===== config.mk =====
export PLATFORM = sky130hd
export DESIGN_NAME = cfg_guard_reg
export DESIGN_NICKNAME = d
export VERILOG_FILES = /design/src/rtl/cfg_guard_pkg.sv /design/src/rtl/cfg_window.sv /design/src/rtl/cfg_wo_bit.sv /design/src/rtl/cfg_guard_reg.sv
export SDC_FILE = /design/constraint.sdc
export NUM_CORES = 1
export LEC_CHECK = 0
export BUFFER_PORTS_ARGS = -buffer_cell sky130_fd_sc_hd__buf_2
export CORE_AREA = 4 4 41 43
export DETAILED_ROUTE_END_ITERATION = 12
export DIE_AREA = 0 0 45 47
export GPL_TIMING_DRIVEN = 0
export PLACE_DENSITY = 0.71
export REMOVE_ABC_BUFFERS = 1
export SKIP_CTS_REPAIR_TIMING = 1
export SLEW_MARGIN = 20
export SYNTH_ARGS = -nofsm -noshare
export SYNTH_HDL_FRONTEND = slang
export SYNTH_HIERARCHICAL = 1
export SYNTH_SLANG_ARGS = --single-unit

===== constraint.sdc =====
create_clock -name clk_i -period 2.53 [get_ports clk_i]
set_input_delay 0.253 -clock clk_i [delete_from_list [all_inputs] [get_ports clk_i]]
set_output_delay 0.253 -clock clk_i [all_outputs]
set_load 0.03 [all_outputs]

===== src/rtl/cfg_guard_pkg.sv =====
package cfg_guard_pkg;
  localparam int unsigned DW        = 8;
  localparam int unsigned NB        = 2;
  localparam int unsigned WD_BIT    = 1;
  localparam int unsigned MEM_BIT   = 0;
  localparam int unsigned WIN_LEN   = 64;
  localparam logic [NB-1:0] RST_VALS = 2'b01;
endpackage


===== src/rtl/cfg_window.sv =====
module cfg_window #(
  parameter int unsigned LEN = 64,
  parameter int unsigned CW  = $clog2(LEN + 1)
) (
  input  logic          clk_i,
  input  logic          rst_ni,
  input  logic          tick_i,
  output logic          open_o,
  output logic [CW-1:0] cnt_o
);
  localparam logic [CW-1:0] LIMIT = CW'(LEN);

  logic [CW-1:0] cnt_q;

  assign open_o = (cnt_q < LIMIT);
  assign cnt_o  = cnt_q;

  // saturates at LIMIT
  always_ff @(posedge clk_i or negedge rst_ni) begin
    if (!rst_ni)                cnt_q <= '0;
    else if (tick_i && open_o)  cnt_q <= cnt_q + 1'b1;
  end
endmodule


===== src/rtl/cfg_wo_bit.sv =====
module cfg_wo_bit #(
  parameter logic RST_VAL = 1'b0
) (
  input  logic clk_i,
  input  logic rst_ni,
  input  logic load_i,
  input  logic d_i,
  output logic q_o
);
  always_ff @(posedge clk_i or negedge rst_ni) begin
    if (!rst_ni)     q_o <= RST_VAL;
    else if (load_i) q_o <= d_i;
  end
endmodule


===== src/rtl/cfg_guard_reg.sv =====
module cfg_guard_reg
  import cfg_guard_pkg::*;
#(
  parameter int unsigned WINDOW = WIN_LEN
) (
  input  logic          clk_i,
  input  logic          rst_ni,
  input  logic          special_i,
  input  logic          bus_cyc_i,
  input  logic          sel_i,
  input  logic          wr_i,
  input  logic          addr_hit_i,
  input  logic [DW-1:0] wdata_i,
  output logic [DW-1:0] rdata_o,
  output logic          watchdog_disable_o,
  output logic          mem_enable_o
);
  localparam int unsigned CW = $clog2(WINDOW + 1);

  logic          wr_req;
  logic          win_open;
  logic [CW-1:0] win_cnt;
  logic          done_q;
  logic          normal_ok;
  logic          accept;
  logic [NB-1:0] bits;

  assign wr_req    = sel_i & wr_i & addr_hit_i;
  assign normal_ok = win_open & ~done_q;
  assign accept    = wr_req & (special_i | normal_ok);

  cfg_window #(.LEN(WINDOW), .CW(CW)) u_win (
    .clk_i  (clk_i),
    .rst_ni (rst_ni),
    .tick_i (bus_cyc_i),
    .open_o (win_open),
    .cnt_o  (win_cnt)
  );

  // only a normal-mode write consumes the single shot
  always_ff @(posedge clk_i or negedge rst_ni) begin
    if (!rst_ni)                             done_q <= 1'b0;
    else if (wr_req && !special_i && normal_ok) done_q <= 1'b1;
  end

  for (genvar i = 0; i < NB; i++) begin : g_bit
    cfg_wo_bit #(.RST_VAL(RST_VALS[i])) u_bit (
      .clk_i  (clk_i),
      .rst_ni (rst_ni),
      .load_i (accept),
      .d_i    (wdata_i[i]),
      .q_o    (bits[i])
    );
  end

  assign rdata_o            = {{(DW-NB){1'b0}}, bits};
  assign watchdog_disable_o = bits[WD_BIT];
  assign mem_enable_o       = bits[MEM_BIT];
endmodule


**Word-level counts from Yosys, hierarchy flattened**

Index checks and enable logic that the tools add are counted.

- Bits of input ports: 15
- Bits in registers: 10
- Output and inout port bits: 10
- Word-level logic and storage cells: 16

- Bitwise logic cells: 6
- $add $sub $neg: 1
- Magnitude comparators: 1
- Reduce and logical (&&, ||, !) cells: 4

Operators with widths:

| operator | number |
|---|---|
| adder 7 x 1 -> 7 bit (second input constant) | 1 |
| less-than comparator 7 bit (second input constant) | 1 |
| bitwise AND 1 bit | 4 |
| logical AND 1 bit | 3 |
| logical NOT 1 bit | 1 |
| NOT 1 bit | 1 |
| OR 1 bit | 1 |

**Logic depth before layout (Yosys ltp)**

- Depth in word-level cells: 4
- Mapped depth: 4
- Gate-level depth less buffers: 4

**By module**

The synthesis kept the hierarchy.

Modules (own cells, without submodules):

| module | cells an instance | instances | seq. area each (um^2) | area each (um^2) |
|---|---|---|---|---|
| cfg_window | 23 | 1 | 175.2 | 300.3 |
| cfg_guard_reg | 16 | 1 | 25.0 | 126.4 |
| cfg_wo_bit at g_bit[0].u_bit | 2 | 1 | 26.3 | 41.3 |
| cfg_wo_bit at g_bit[1].u_bit | 2 | 1 | 25.0 | 40.0 |

**Least setup slack after synthesis**

No wires, ideal clock.

- Path type: flip-flop to flip-flop
- From: register u_win.cnt_q[6], in the netlist u_win/cnt_o[6]
- To: register g_bit[1].u_bit.q_o
- Setup time: 0.125 ns
- Arrival: 0.983 ns
- Data required time: 2.405 ns
- Cell stages (with the launch flop): 5
- Path slack: 1.422 ns
- Buffers on the path: 0
- Clock period less this slack: 1.108 ns
- Cells stage by stage: dfrtp_1 -> inv_1 -> nand2b_1 -> a21oi_2 -> mux2_4

- Word-level cells in the longest chain between the ends: 4

Ends and longest elaborated chain:

| element | RTL line | RTL |
|---|---|---|
| start: declaration | cfg_window.sv:13 | `logic [CW-1:0] cnt_q;` |
| start signal: assignment | cfg_window.sv:21 | `else if (tick_i && open_o) cnt_q <= cnt_q + 1'b1;` |
| less-than comparator 7 bit | cfg_window.sv:15 | `assign open_o = (cnt_q < LIMIT);` |
| named net win_open | cfg_guard_reg.sv:21 | `logic win_open;` |
| bitwise AND 1 bit | cfg_guard_reg.sv:29 | `assign normal_ok = win_open & ~done_q;` |
| OR 1 bit | cfg_guard_reg.sv:30 | `assign accept = wr_req & (special_i \| normal_ok);` |
| bitwise AND 1 bit | cfg_guard_reg.sv:30 |  |
| named net accept | cfg_guard_reg.sv:25 | `logic accept;` |
| end signal: assignment | cfg_wo_bit.sv:12 | `else if (load_i) q_o <= d_i;` |
| end: declaration | cfg_wo_bit.sv:8 | `output logic q_o` |

The timed path passes the listed nets, and every way through them passes these cells.
A chain may end at the register's enable or synchronous reset.

**Final worst setup path**

- From: register g_bit[0].u_bit.q_o
- To: output port rdata_o[0]

RTL lines:

| element | RTL line | RTL |
|---|---|---|
| start: declaration | cfg_wo_bit.sv:8 |  |
| start signal: assignment | cfg_wo_bit.sv:12 |  |
| end: declaration | cfg_guard_reg.sv:14 | `output logic [DW-1:0] rdata_o,` |

No word-level cell between the ends.

==> metrics.txt <==
Total Wirelength 707 um; RSZ-0062 raised after global routing no; P&R area growth vs syn 15.5%; Sequential Area 251 um^2; data arrival time of the worst path 0.98 ns; synthesis warning total 6; IO Count 25; Final period util 48.9%; Avg WL per Cell 9.96 um; Clock Skew 0.00172 ns; crit-path cells buf_2; number of max-cap violations 0; CP Class reg2out; CTS Sinks 10; Worst Hold Class in2reg; TritonCTS clock tree yes; Routed Antenna Nets 0; DR vias 327; multi-input gate area in the final layout 203 um^2; r2r setup slk 1.30 ns; outcome finished, final reports clean; clk_lat worst skew 0.26 ns; Top delay family on crit path flip-flops; crit path to rdata_o[0]; Avg Inst Size Synth 11.8 um^2; sequential fraction of the synthesis area 49.5%; Cell Area, Placed 541 um^2; drt pass-1 iters 3; Reg2Reg Depth 2; EDFF count, synth 0; Worst Setup Start Kind register; Crit. path cell count 1; Hold Vio Cnt, Final 0; Root Buffer clkbuf_4; share of layout cells above drive strength 1 37.5%; slowest stage cell, crit path dfstp_2; Async SR Flop Fraction 100%; Initial Utilization 39.0%; Cell Rows 13; min cycle time layout 1.24 ns; DRC violations left 0; vias per cell 4.61; placed wire-length estimate 552 um; Max Slew Vio Count 0; Static Leak 0.290 nW; post-synth cell types 19; first-pass GRT wire length 1.07 mm; CP required 2.28 ns; Critical R2R Launch u_win/cnt_o[6]; DR iter-0 viols 2; ys flop type dfrtp_1; antenna violations before repair 0; Longest Clk Path Bufs 2; slowest stage delay, CP 0.53 ns; Final TNS setup 0 ns; Die Height 47 um; Final Setup Violations 0; Die X 45 um; Peak Freq 0.808 GHz; total CTS buffers 3; Final Cell Area 587 um^2; peak supply drop 0.000442 V; CP Capture Type output port; Mapped Cells 43; FF+latch count, synth 10; Overflow after GRT 0; mapped cell area 508 um^2; crit path from g_bit[0].u_bit/q_o; fillers 128; nets 73; overall die area 2120 um^2; port bufs 12; worst r2r dst u_win/cnt_o[1]; area of the core 1300 um^2; Power Dens Cells 1060 nW/um^2; CTS H-tree lvls 1; # diodes 0; Worst Path Buf+Inv 1; routability cong. 0.699; Tot GR Track Use 7.94%; crit-path max FO 3; number of global-route vias before repair 268; Worst-path clk slew 0.06 ns; largest net degree at the start of global routing 11
## Yosys cell counts, types with 2 or more instances
cell type  n  area [um^2]
buf_4      8         60.1
inv_1      2         7.51
nand4_1    3         18.8
xnor2_1    4         35.0
nand2b_1   2         12.5
mux2_4     3         45.0
dfrtp_1    9          225
## final cells by class
type,count,area share (%)
Clock buffer,4,6.18
Inverter,2,1.28
Multi-Input combinational cell,27,34.5
Sequential cell,10,42.9
Tap cell,15,3.20
Timing Repair Buffer,13,11.9
## layer usage
| layer | wire [um] | vias to the layer above | part of all wire, % | global-route usage, % |
|---|---|---|---|---|
| met5 | 0 | - | 0 | 0 |
| met4 | 31 | 0 | 4.4 | 10.5 |
| met3 | 113 | 4 | 16 | 2.30 |
| met2 | 254 | 20 | 36 | 10.2 |
| met1 | 307 | 148 | 43 | 9.26 |
| li1 | - | 155 | - | - |
## worst min path at each step
stage / to / start / cells past startpoint
2_1_floorplan: done_q / rst_ni / 0
3_3_place_gp: u_win/cnt_o[1] / rst_ni / 1
3_5_place_dp: u_win/cnt_o[1] / rst_ni / 1
4_1_cts: u_win/cnt_o[1] / rst_ni / 1
5_1_grt: g_bit[0].u_bit/q_o / wdata_i[0] / 2
6_report: g_bit[0].u_bit/q_o / wdata_i[0] / 2
## stage by stage
stage	hold WS (ns)	setup WS (ns)	cells	util [%]	power, mW
3_5_place_dp	0.124	1.33	66	41.5	0.480
4_1_cts	-0.168	1.28	70	44.3	0.628
5_1_grt	0.223	1.23	71	45.1	0.660
3_3_place_gp	0.119	1.30	66	41.5	0.477
2_1_floorplan	-0.0426	1.39	39	-	0.431
6_report	0.222	1.29	71	45.1	0.621
## flip-flops by register name, summed over array words and instances, names as in the netlist
register and cells:
u_win/cnt_o 7, g_bit.u_bit/q_o 2, done_q 1
## placed cells by master (no fill, tap or decap), drive strengths merged
master / synthesis / final
xor2: 1 / 1
and3: 1 / 1
buf: 9 / 12
a21oi: 1 / 1
ha: 1 / 1
clkbuf: 0 / 4
nand2b: 2 / 2
nand3: 1 / 1
o21bai: 1 / 1
nand2: 1 / 1
conb: 1 / 6
dlygate4sd3: 0 / 1
dfrtp: 9 / 9
a41o: 1 / 1
mux2: 3 / 3
xnor2: 4 / 4
inv: 2 / 2
nand4: 3 / 3
nor2b: 1 / 1
dfstp: 1 / 1
## where the power goes
| part | leakage, nW | internal, mW | switching [mW] | total (mW) |
|---|---|---|---|---|
| sequential | 0.117 | 0.225 | 0.0531 | 0.278 |
| clock | 0.0210 | 0.0874 | 0.0548 | 0.142 |
| combinational | 0.152 | 0.0967 | 0.103 | 0.200 |
| total | 0.290 | 0.409 | 0.211 | 0.621 |
## cells by family (layout without fill, tap and decap cells)
family	count (synthesis)	in the layout	synth area share (%)
other	1	6	0.738
AOI/OAI and AO/OA	3	3	5.17
buffers and inverters	11	19	14.3
xor gates and xnor gates	5	5	8.62
adders and majority gates	1	1	2.46
muxes	3	3	8.87
and+or+nand+nor	9	9	10.3
DFF	10	10	49.5
No activity file was read; power rests on OpenSTA's default activity.
